`src/rtl/mulu_pkg.sv`:
```
package mulu_pkg;
    typedef enum logic [1:0] {
        MODE_NONE = 2'd0,
        MODE_SS   = 2'd1,
        MODE_SU   = 2'd2
    } mul_mode_e;
endpackage

```
`src/rtl/mulu_decode.sv`:
```
module mulu_decode
    import mulu_pkg::*;
#(
    parameter int INSN_W = 16,
    parameter int AW     = 5
) (
    input  logic [INSN_W-1:0] insn,
    output mul_mode_e         mode,
    output logic [AW-1:0]     addr_a,
    output logic [AW-1:0]     addr_b
);
    localparam logic [7:0] OPC_SS = 8'h02;
    localparam logic [7:0] OPC_SU = 8'h03;

    always_comb begin
        mode   = MODE_NONE;
        addr_a = '0;
        addr_b = '0;
        if (insn[15:8] == OPC_SS) begin
            mode   = MODE_SS;
            addr_a = {1'b1, insn[7:4]};
            addr_b = {1'b1, insn[3:0]};
        end else if (insn[15:8] == OPC_SU && !insn[7] && !insn[3]) begin
            mode   = MODE_SU;
            addr_a = {2'b10, insn[6:4]};
            addr_b = {2'b10, insn[2:0]};
        end
    end
endmodule

```
`src/rtl/mulu_core.sv`:
```
module mulu_core #(
    parameter int W         = 8,
    parameter int SHIFT_ADD = 1
) (
    input  logic          su,
    input  logic [W-1:0]  a,
    input  logic [W-1:0]  b,
    output logic [2*W-1:0] prod
);
    localparam int PW = 2 * W;

    logic [W:0] b_x;
    assign b_x = {(su ? 1'b0 : b[W-1]), b};

    generate
        if (SHIFT_ADD != 0) begin : g_shift_add
            logic [PW-1:0] a_ext;
            logic [PW-1:0] acc [0:W+1];
            assign a_ext  = {{W{a[W-1]}}, a};
            assign acc[0] = '0;
            for (genvar i = 0; i <= W; i++) begin : g_pp
                logic [PW-1:0] term;
                assign term = b_x[i] ? (a_ext << i) : '0;
                if (i == W) begin : g_neg
                    assign acc[i+1] = acc[i] - term;
                end else begin : g_pos
                    assign acc[i+1] = acc[i] + term;
                end
            end
            assign prod = acc[W+1];
        end else begin : g_operator
            logic signed [PW-1:0] full;
            assign full = $signed({a[W-1], a}) * $signed(b_x);
            assign prod = full;
        end
    endgenerate
endmodule

```
`src/rtl/mulu_flags.sv`:
```
module mulu_flags #(
    parameter int PW = 16
) (
    input  logic [PW-1:0] prod,
    output logic          carry,
    output logic          zero
);
    assign carry = prod[PW-1];
    assign zero  = (prod == '0);
endmodule

```
`src/rtl/mul_exec_unit.sv`:
```
module mul_exec_unit
    import mulu_pkg::*;
#(
    parameter int W         = 8,
    parameter int INSN_W    = 16,
    parameter int AW        = 5,
    parameter int SHIFT_ADD = 1
) (
    input  logic              clk,
    input  logic              rst_n,
    input  logic              start_i,
    input  logic [INSN_W-1:0] insn_i,
    output logic [AW-1:0]     src_a_addr_o,
    output logic [AW-1:0]     src_b_addr_o,
    input  logic [W-1:0]      src_a_data_i,
    input  logic [W-1:0]      src_b_data_i,
    output logic              busy_o,
    output logic              done_o,
    output logic              illegal_o,
    output logic              wr_hi_en_o,
    output logic              wr_lo_en_o,
    output logic [W-1:0]      res_hi_o,
    output logic [W-1:0]      res_lo_o,
    output logic              flag_we_o,
    output logic              flag_c_o,
    output logic              flag_z_o
);
    localparam int PW = 2 * W;

    typedef struct packed {
        logic          busy;
        logic          su;
        logic [W-1:0]  opa;
        logic [W-1:0]  opb;
        logic [PW-1:0] prod;
        logic          done;
        logic          bad;
        logic          c;
        logic          z;
    } unit_st_t;

    unit_st_t  st_d, st_q;
    mul_mode_e mode;
    logic [PW-1:0] prod_w;
    logic carry_w, zero_w;

    mulu_decode #(.INSN_W(INSN_W), .AW(AW)) u_dec (
        .insn   (insn_i),
        .mode   (mode),
        .addr_a (src_a_addr_o),
        .addr_b (src_b_addr_o)
    );

    mulu_core #(.W(W), .SHIFT_ADD(SHIFT_ADD)) u_core (
        .su   (st_q.su),
        .a    (st_q.opa),
        .b    (st_q.opb),
        .prod (prod_w)
    );

    mulu_flags #(.PW(PW)) u_flags (
        .prod  (prod_w),
        .carry (carry_w),
        .zero  (zero_w)
    );

    always_comb begin
        st_d      = st_q;
        st_d.done = 1'b0;
        st_d.bad  = 1'b0;
        if (st_q.busy) begin
            st_d.busy = 1'b0;
            st_d.done = 1'b1;
            st_d.prod = prod_w;
            st_d.c    = carry_w;
            st_d.z    = zero_w;
        end else if (start_i) begin
            if (mode == MODE_NONE) begin
                st_d.bad = 1'b1;
            end else begin
                st_d.busy = 1'b1;
                st_d.su   = (mode == MODE_SU);
                st_d.opa  = src_a_data_i;
                st_d.opb  = src_b_data_i;
            end
        end
    end

    always_ff @(posedge clk or negedge rst_n) begin
        if (!rst_n) st_q <= '0;
        else        st_q <= st_d;
    end

    assign busy_o     = st_q.busy;
    assign done_o     = st_q.done;
    assign illegal_o  = st_q.bad;
    assign wr_hi_en_o = st_q.done;
    assign wr_lo_en_o = st_q.done;
    assign flag_we_o  = st_q.done;
    assign res_hi_o   = st_q.prod[PW-1:W];
    assign res_lo_o   = st_q.prod[W-1:0];
    assign flag_c_o   = st_q.c;
    assign flag_z_o   = st_q.z;

    p_ss_range_r1: assert property (@(posedge clk) disable iff (!rst_n)
        (mode == MODE_SS) |-> src_a_addr_o[AW-1] && src_b_addr_o[AW-1]);
    p_su_range_r2: assert property (@(posedge clk) disable iff (!rst_n)
        (mode == MODE_SU) |-> (src_a_addr_o[AW-1:3] == 2'b10) && (src_b_addr_o[AW-1:3] == 2'b10));
    p_done_follows_busy_r8: assert property (@(posedge clk) disable iff (!rst_n)
        busy_o |=> done_o && !busy_o);
    p_done_needs_busy_r8: assert property (@(posedge clk) disable iff (!rst_n)
        $rose(done_o) |-> $past(busy_o));
    p_pair_write_r5: assert property (@(posedge clk) disable iff (!rst_n)
        wr_hi_en_o == wr_lo_en_o);
    p_done_pulse_r5: assert property (@(posedge clk) disable iff (!rst_n)
        done_o |=> !done_o);
    p_carry_r6: assert property (@(posedge clk) disable iff (!rst_n)
        flag_we_o |-> flag_c_o == res_hi_o[W-1]);
    p_zero_r7: assert property (@(posedge clk) disable iff (!rst_n)
        flag_we_o |-> flag_z_o == ({res_hi_o, res_lo_o} == '0));
    p_illegal_quiet_r9: assert property (@(posedge clk) disable iff (!rst_n)
        illegal_o |-> !busy_o && !done_o && !wr_hi_en_o && !flag_we_o);
    p_illegal_from_idle_r9: assert property (@(posedge clk) disable iff (!rst_n)
        illegal_o |-> $past(start_i) && !$past(busy_o));
    p_flags_hold_r10: assert property (@(posedge clk) disable iff (!rst_n)
        busy_o |=> $stable(busy_o) || done_o);
endmodule

```
`config.mk`:
```
export PLATFORM = sky130hd
export DESIGN_NAME = mul_exec_unit
export DESIGN_NICKNAME = d
export VERILOG_FILES = /design/src/rtl/mulu_pkg.sv /design/src/rtl/mulu_decode.sv /design/src/rtl/mulu_core.sv /design/src/rtl/mulu_flags.sv /design/src/rtl/mul_exec_unit.sv
export SDC_FILE = /design/constraint.sdc
export NUM_CORES = 1
export LEC_CHECK = 0
export ABC_CLOCK_PERIOD_IN_PS = 9400
export BUFFER_PORTS_ARGS = -buffer_cell sky130_fd_sc_hd__buf_4
export CORE_UTILIZATION = 60
export CTS_BUF_LIST = sky130_fd_sc_hd__clkbuf_8
export CTS_CLUSTER_DIAMETER = 50
export DETAILED_ROUTE_END_ITERATION = 8
export GPL_ROUTABILITY_DRIVEN = 0
export PLACE_DENSITY = 0.91
export SYNTH_ARGS = -nofsm -noshare
export SYNTH_HDL_FRONTEND = slang
export SYNTH_SLANG_ARGS = --single-unit
```
`constraint.sdc`:
```
create_clock -name clk -period 9.4 [get_ports clk]
set_input_delay 1.88 -clock clk [delete_from_list [all_inputs] [get_ports clk]]
set_output_delay 1.88 -clock clk [all_outputs]
set_load 0.01 [all_outputs]
```
; After elaboration in Yosys (flattened, before gate mapping)
; Index checks and enable logic that the tools add are counted.
[op_classes]
add_sub_neg = 8
n_eq_ne = 3
muxes = 23
bitwise_logic = 2
n_reduce_logical = 7
[op_table]
columns = operator, count
row1 = 16-bit two-way mux, 9
row2 = 16-bit adder, 7
row3 = 18-bit two-way mux, 2
row4 = 5-bit two-way mux, 4
row5 = 8-bit by 2-bit equality test with 1-bit output (second input constant), 2
row6 = 16-bit logical NOT, 1
row7 = 16-bit subtractor, 1
row8 = 1-bit two-way mux, 6
row9 = 2-bit two-way mux, 2
row10 = 3-bit AND reduction, 1
row11 = 2-bit equality test (second input constant), 1
row12 = 1-bit logical AND, 2
row13 = 1-bit logical NOT, 2
row14 = 2-bit logical NOT, 1
row15 = 1-bit NOT, 2
[word_totals]
reg_bits = 38
in_bits = 35
out_inout_bits = 34
elab_cells = 52

; Logic depth before layout (Yosys ltp)
; Gate-level depths: netlist of run 1.
[depth]
word_depth = 10
mapped_depth = 19
mapped_depth_nobuf = 17

; Hierarchy
; From an unflattened synthesis of run 1, not the netlist that was laid out.
[unflattened]
hier_cells = 441
hier_area_um2 = 4591.9
[by_module_without_submodules]
columns = module, instances, cells_per_inst, area_per_inst_um2, seq_area_each_um2
row1 = mulu_core, 1, 313, 2770.2, 0.0
row2 = mul_exec_unit, 1, 101, 1595.3, 950.9
row3 = mulu_decode, 1, 21, 185.2, 0.0
row4 = mulu_flags, 1, 6, 41.3, 0.0

; Worst setup path before layout of run 1
; OpenSTA, ideal clock, no wires.
[synth_timing]
path_kind = register -> register
start = register st_q[27] (netlist name)
end = register st_q, in the netlist flag_z_o
setup_ps = 83
arrival_time_ps = 4851
t_required_ps = 9317
slack_ps = 4467
path_stages_with_launch = 18
path_buffers = 2
synth_period_minus_slack_ps = 4933
cell_sequence = dfrtp_1 -> clkbuf_1 -> nor2b_1 -> nand2_1 -> fa_1 -> fa_1 -> fa_1 -> inv_1 -> fa_1 -> inv_1 -> ha_1 -> and2_1 -> buf_2 -> and3_1 -> or4_1 -> a311oi_1 -> nand4_1 -> o22ai_1
[synth_between]
elab_chain_len = 4
elab_cells_between_ends = 6
cone_classes = add/sub (2) / mux (3) / reduce/logical (1)
[synth_lines]
columns = element, line
row1 = from (decl), mul_exec_unit.sv:42  ; unit_st_t st_d, st_q;
row2 = from (signal assigned), mul_exec_unit.sv:91  ; else st_q <= st_d;
row3 = 16-bit two-way mux or 1-bit two-way mux (tied branches), "mulu_core.sv:23, mulu_core.sv:13"
row4 = 16-bit adder or 16-bit two-way mux (tied branches), "mulu_core.sv:27, mulu_core.sv:23"
row5 = 16-bit subtractor *, mulu_core.sv:25  ; assign acc[i+1] = acc[i] - term;
row6 = 16-bit logical NOT *, mulu_flags.sv:9  ; assign zero = (prod == '0);
; Mark *: on every way between the ends. The rest lies on a longest branch, timed or not.
; A chain may end at the register's enable or synchronous reset.

; Worst setup path in the final report of run 1
; Ends and elaborated chain as after synthesis.

==> results of run 1 <==
-- layout make-up --
| cell class | count | area, um^2 | share of cell area |
|---|---|---|---|
| Clock buffer | 5 | 68.8 | 0.0140 |
| Clock inverter | 3 | 65.1 | 0.0132 |
| Inverter | 82 | 308 | 0.0625 |
| Multi-Input combinational cell | 295 | 2920 | 0.594 |
| Sequential cell | 37 | 926 | 0.188 |
| Tap cell | 96 | 120 | 0.0244 |
| Timing Repair Buffer | 68 | 510 | 0.104 |
-- metrics by stage --
stage / instances / hold WS [ns] / total power [W] / utilization
3_3_place_gp: 578 / 0.491 / 0.000397 / 0.690
2_1_floorplan: 453 / 0.482 / 0.000352 / -
6_report: 586 / 0.510 / 0.000570 / 0.709
5_1_grt: 586 / 0.533 / 0.000605 / 0.709
4_1_cts: 586 / 0.515 / 0.000572 / 0.709
3_5_place_dp: 578 / 0.498 / 0.000405 / 0.690
-- cells by family (layout without fill, tap and decap cells) --
| logic type | after synthesis | after routing |
|---|---|---|
| muxes | 28 | 28 |
| buffers and inverters | 121 | 158 |
| xor gates and xnor gates | 13 | 13 |
| DFF | 37 | 37 |
| and+or+nand+nor | 124 | 124 |
| adders and majority gates | 87 | 87 |
| AOI/OAI and AO/OA | 43 | 43 |
-- power by group through the flow --
stage                     clock [W]  sequential [W]  combinational (W)
after floorplan                   0        0.000174           0.000178
after CTS                  0.000168        0.000180           0.000224
final                      0.000165        0.000181           0.000225
after global routing       0.000173        0.000182           0.000250
after detailed placement          0        0.000183           0.000222
after global placement            0        0.000183           0.000215
-- final timing paths --
| kind | cells past startpoint | start | to |
|---|---|---|---|
| min reg2reg | 1 | res_lo_o[2] | res_lo_o[2] |
| max reg2reg | 15 | st_q[27] | flag_z_o |
| max | 15 | st_q[27] | flag_z_o |
| min in group asynchronous | 1 | rst_n | res_hi_o[3] |
| max in group asynchronous | 1 | rst_n | st_q[31] |
| min | 1 | res_lo_o[2] | res_lo_o[2] |
-- cell usage in the layout (no fill, tap or decap), drive strengths merged, types with 3 or more instances in the layout --
| master | count |
|---|---|
| a21o | 4 |
| a21oi | 12 |
| a221oi | 3 |
| and2 | 41 |
| buf | 68 |
| clkbuf | 5 |
| dfrtp | 37 |
| fa | 60 |
| ha | 27 |
| inv | 82 |
| mux2 | 26 |
| nand2 | 45 |
| nand3 | 8 |
| nor2 | 7 |
| nor2b | 6 |
| nor3b | 5 |
| o21ai | 7 |
| xnor2 | 11 |
-- registers in the layout (all words and copies together), names as in the netlist --
signal / flops
flag_z_o: 1
st_q: 17
illegal_o: 1
busy_o: 1
res_hi_o: 8
done_o: 1
res_lo_o: 8
-- per-layer routing --
metal	wire length [um]	GRT usage	vias to the layer above
met5	0	0	-
met4	185	0.0745	0
met3	522	0.0424	29
met2	4700	0.467	153
met1	3390	0.300	1553
li1	-	-	1482
-- critical path, delay by kind of cell (launching register included) --
family	cells	cell delay, ns
buffers and inverters	2	0.09
flip-flops	1	0.49
AO/OA/AOI/OAI	2	0.45
adder cells (fa/ha/maj)	5	2.42
AND/OR/NAND/NOR	6	1.67
==> impl_metrics.tcl, run 1 <==
set metrics [dict create \
    outcome "completed" \
    clock_path_buffers 2 \
    synthesis.area_per_instance_um2 9.69 \
    async_flop_share 1.00 \
    detail_route.vias_per_cell 5.49 \
    period_needed_ns 5.21 \
    power.switching_w 0.000193 \
    core_area_um2 6940 \
    synth_mux_area_frac 0.0713 \
    max_slew_margin 0.396 \
    postCtsResizedCells 0 \
    drt_pre_antenna_iters 5 \
    cts.clk_slew.worst_paths_ns 0.08 \
    synth-xor-area-share 0.0259 \
    synth_cell_types 48 \
    synth_top_area_frac 0.274 \
    final_min_period_over_clock_period 0.555 \
    clk_latency_ns 0.30 \
    filler_cell_count 476 \
    cp_cell_sequence "nor2b_1 > nand2_1 > fa_1 > fa_1 > fa_1 > inv_1 > fa_1 > inv_1 > ha_1 > and2_1 > and3_1 > or4_1 > a311oi_1 > nand4_1 > o22ai_1" \
    clock_sinks 37 \
    cellInternalPower_w 0.000378 \
    cts_htree_levels 2 \
    tritoncts.num_buffers 5 \
    grt_max_degree 38 \
    synthesis.area_um2 4390 \
    ir_worst_vdd_v 0.0000713 \
    dp_slack_ns 4.25 \
    synthesis.yosys.warnings 0 \
    synth_area_leader_cell "sky130_fd_sc_hd__fa_1" \
    tritoncts "done" \
    maxCapViolations 0 \
    wl_per_cell_um 15.0 \
    final_hpwl_from_detailed_placement_mm 7.21 \
    synth-edff-count 0 \
    rsz_0062_raised_after_global_routing "false" \
    dieHeight_um 87.5 \
    post_synth_fa_ha_maj_area_fraction 0.351 \
    post-cts-setup-buffers 0 \
    post-route-cell-area_um2 4920 \
    yosysSeqAreaShare 0.211 \
    num_vias 3217 \
    critPathMostFrequentCell "sky130_fd_sc_hd__fa_1" \
    placedInstanceArea_um2 4790 \
    antenna_found_initial 0 \
    synth.top_cells.by_count "sky130_fd_sc_hd__inv_1 (81), sky130_fd_sc_hd__fa_1 (60), sky130_fd_sc_hd__nand2_1 (45)" \
    grt_pass1_wl_mm 14.8 \
    fin_tns_setup_ns 0 \
    synth_most_common_cell "sky130_fd_sc_hd__inv_1" \
    io_pins 69 \
    cts-hold-fix-buffers 0 \
    timing_hold_violations_final 0 \
    worst-slew-pin-transition_ns 0.906 \
    top_cells_by_area_synth "sky130_fd_sc_hd__fa_1 (27%), sky130_fd_sc_hd__dfrtp_1 (21%), sky130_fd_sc_hd__ha_1 (7.7%)" \
    portBuffers 68 \
    antennaDiodeCount 0 \
    synth-seq-cells 37 \
    postRouteAntennaNets 0 \
    crit_required_ns 9.61 \
    dominantRegCellSynth "sky130_fd_sc_hd__dfrtp_1" \
    initial_core_util 0.632 \
    timing.final.max_slew_violations 0 \
    layout-drive-gt1-share 0.186 \
    critical_path.slowest_cell "sky130_fd_sc_hd__fa_1" \
    leakagePower_nw 2.54 \
    critPathKind "flop to flop" \
    critical-path-max-stage-delay_ns 0.54 \
    sequentialPowerShare 0.317 \
    dominant_combinational_cell_family_by_area_after_synthesis "adder cells" \
    finalNetCount 611 \
    synthToLayoutAreaGrowth_pct 12.1 \
    cts.root.buffer_cell "sky130_fd_sc_hd__clkbuf_8" \
    grt_pass1_vias 3364 \
    die_area_um2 7660 \
    detail_route.iter0.violations 114 \
    power.switching_fraction 0.338 \
    crit_start_category "flop" \
    endpoint_kind "flop" \
    holdCritPathClass "flop to flop" \
    arrival_ns 5.42 \
    fp.dieW_um 87.5 \
    pwr-share-comb 0.394 \
    timing.clock.skew_ns 0.00782 \
    grt.total_usage 0.252 \
    fp-row-count 30 \
    drc 0 \
    worst_slack_ns 4.19 \
    globalRoute.totalOverflow 0 \
    power.clock.fraction 0.289 \
    setup_viol_count_final 0 \
    synth-simple-area-share 0.148 \
    synth_compound_gate_area_share 0.0707 \
    cellPowerDensity_nw_per_um2 116 \
    fmax_ghz 0.192 \
    syn-num-nets 575 \
    r2r_setup_slack_ns 4.19 \
    crit_fanout 11 \
    postSynthCellCount 453 \
    routed_wl_mm 8.80 \
]
Note: power is estimated with default switching activity, not from simulation.
==> run 2, diff against run 1 <==
--- a/config.mk
+++ b/config.mk
@@ -5,14 +5,14 @@
 export SDC_FILE = /design/constraint.sdc
 export NUM_CORES = 1
 export LEC_CHECK = 0
-export ABC_CLOCK_PERIOD_IN_PS = 9400
+export ABC_CLOCK_PERIOD_IN_PS = 4700
 export BUFFER_PORTS_ARGS = -buffer_cell sky130_fd_sc_hd__buf_4
-export CORE_UTILIZATION = 60
+export CORE_UTILIZATION = 54
 export CTS_BUF_LIST = sky130_fd_sc_hd__clkbuf_8
 export CTS_CLUSTER_DIAMETER = 50
 export DETAILED_ROUTE_END_ITERATION = 8
 export GPL_ROUTABILITY_DRIVEN = 0
-export PLACE_DENSITY = 0.91
+export PLACE_DENSITY = 0.87
 export SYNTH_ARGS = -nofsm -noshare
 export SYNTH_HDL_FRONTEND = slang
 export SYNTH_SLANG_ARGS = --single-unit
==> constraint.sdc (replaced) <==
create_clock -name clk -period 4.7 [get_ports clk]
set_input_delay 0.94 -clock clk [delete_from_list [all_inputs] [get_ports clk]]
set_output_delay 0.94 -clock clk [all_outputs]
set_load 0.01 [all_outputs]
==> run 2 against run 1 <==
Against the previous run: die area increased by 11%; clock power increased by 100%; clock skew decreased by 0.0013 ns; first-iteration DRC count increased by 50%; flip-flop and latch count unchanged; wire length increased by 16%; via count increased by 6.5%; sequential share of layout area decreased by 1.3 points; global-route usage decreased by 0.34 points; count of clock-buffer cells in the layout unchanged; critical path type unchanged; largest cell class unchanged; highest routed layer unchanged.
==> impl_metrics.tcl, run 2 (synthesized netlist as in run 1, its figures left out) <==
set metrics [dict create \
    ir_worst_vdd_v 0.000147 \
    layout-drive-gt1-share 0.308 \
    maxCapViolations 0 \
    clock_path_buffers 2 \
    synthToLayoutAreaGrowth_pct 21.9 \
    setup_viol_count_final 0 \
    grt_pass1_wl_mm 16.5 \
    critPathLaunch "st_q[31]" \
    outcome "completed" \
    portBuffers 68 \
    finalNetCount 654 \
    cts.root.buffer_cell "sky130_fd_sc_hd__clkbuf_8" \
    cellPowerDensity_nw_per_um2 232 \
    rsz_0062_raised_after_global_routing "true" \
    crit_fanout 6 \
    max_slew_margin 0.367 \
    antennaDiodeCount 0 \
    most-common-layout-cells "sky130_fd_sc_hd__buf_4 (111), sky130_fd_sc_hd__inv_1 (80), sky130_fd_sc_hd__fa_1 (58), sky130_fd_sc_hd__nand2_1 (42), sky130_fd_sc_hd__and2_1 (38)" \
    endpoint_kind "flop" \
    placed_cells_incl_taps 611 \
    mostFrequentLayoutCell "sky130_fd_sc_hd__buf_4" \
    crit_required_ns 4.91 \
    detail_route.vias_per_cell 5.39 \
    min_from "res_lo_o[5]" \
    num_vias 3425 \
    clk_latency_ns 0.30 \
    final_cells 635 \
    use_met2 0.461 \
    crit_start_category "flop" \
    cts_htree_levels 2 \
    detail_route.iter0.violations 171 \
    routed_wl_mm 10.2 \
    drt_pre_antenna_iters 4 \
    critPathKind "flop to flop" \
    largest_register "st_q" \
    tritoncts.num_buffers 5 \
    hold-worst-slack_ns 0.515 \
    period_needed_ns 4.66 \
    io_pins 69 \
    cts.clk_slew.worst_paths_ns 0.08 \
    arrival_ns 4.87 \
    grt_pass1_vias 3703 \
    final_hpwl_from_detailed_placement_mm 7.95 \
    max_ffs_per_register 17 \
    finalCoreUtilization 0.685 \
    wl_per_cell_um 16.1 \
    critical_path.reg2reg.startpoint "st_q[31]" \
    grt.total_usage 0.248 \
    dieHeight_um 92.2 \
    timing.clock.skew_ns 0.00653 \
    filler_cell_count 531 \
    worst-slew-pin-transition_ns 0.949 \
    gr-usage-met1 0.287 \
    drc 0 \
    fp-row-count 32 \
    fmax_ghz 0.215 \
    die_area_um2 8490 \
    postRouteAntennaNets 0 \
    globalRoute.totalOverflow 0 \
    final_min_period_over_clock_period 0.990 \
    initial_core_util 0.562 \
    fp.dieW_um 92.2 \
    timing_hold_violations_final 0 \
    tritoncts "done" \
    leakagePower_nw 2.76 \
    grt_max_degree 38 \
    core_area_um2 7810 \
    grt_most_used_layer "met2" \
    antenna_found_initial 0 \
    multi_input_area_um2 3010 \
    clock_sinks 37 \
    met3_usage 0.0406 \
    timing.final.max_slew_violations 0 \
    ff_latch_area_um2 938 \
    holdCritPathClass "flop to flop" \
]
-- run 2: cell count changes in the layout (fill, tap and decap cells not counted), sizes merged --
cell	delta
buf	+43
-- run 2: area by class of cell --
class / count / area share
clock buffers: 5 / 0.0129
clock inverters: 3 / 0.0122
inverters: 82 / 0.0575
multi-input cells: 295 / 0.562
flip-flops and latches: 37 / 0.175
well taps: 102 / 0.0239
repair buffers: 111 / 0.156
-- run 2: timing repair --
item / CTS / global route
gates resized for setup: 12 / 17
cloned: 0 / 0
hold buffers: 0 / 0
pin swaps: 0 / 9
endpoints found under the setup margin: 2 / 4
buffers inserted: 11 / 5
-- run 2: where the power goes --
group / internal (W) / switching, W
registers: 0.000335 / 0.0000191
logic: 0.000269 / 0.000287
clock network: 0.000211 / 0.000121
-- run 2: final timing paths --
path / depth (start not counted) / slack, ns / endpoint
max: 13 / 0.04 / flag_z_o
min: 1 / 0.52 / res_lo_o[5]
max reg2reg: 13 / 0.04 / flag_z_o
min reg2reg: 1 / 0.52 / res_lo_o[5]
max in group asynchronous: 1 / 3.75 / st_q[27]
min in group asynchronous: 1 / 0.59 / res_hi_o[5]
-- run 2: worst max-delay path, cell delays in order (launching register included) --
cell,delay (ns)
sky130_fd_sc_hd__dfrtp_2,0.46
sky130_fd_sc_hd__buf_4,0.15
sky130_fd_sc_hd__and2_1,0.18
sky130_fd_sc_hd__fa_1,0.48
sky130_fd_sc_hd__fa_1,0.50
sky130_fd_sc_hd__fa_1,0.57
sky130_fd_sc_hd__fa_1,0.42
sky130_fd_sc_hd__ha_1,0.34
sky130_fd_sc_hd__a21o_1,0.21
sky130_fd_sc_hd__a2111o_1,0.45
sky130_fd_sc_hd__a221o_1,0.34
sky130_fd_sc_hd__a2111oi_2,0.22
sky130_fd_sc_hd__nand4_1,0.13
sky130_fd_sc_hd__o22ai_1,0.12
-- run 2: stage by stage --
step	instance area, um^2	setup TNS, ns	worst slack (ns)	power, W
2_1_floorplan	4410	0	0.0108	0.000706
3_3_place_gp	5010	0	0.0710	0.000831
3_5_place_dp	5010	-0.150	-0.127	0.000855
4_1_cts	5250	0	0.0138	0.00120
5_1_grt	5350	-0.181	-0.136	0.00132
6_report	5350	0	0.0448	0.00124
-- run 2: metal layers --
metal | vias up | share of wire | routed length [um]
met4 | 0 | 0.020 | 209
met3 | 24 | 0.053 | 544
met2 | 139 | 0.54 | 5480
met1 | 1701 | 0.39 | 3980
li1 | 1561 | - | -
met5 | - | 0 | 0
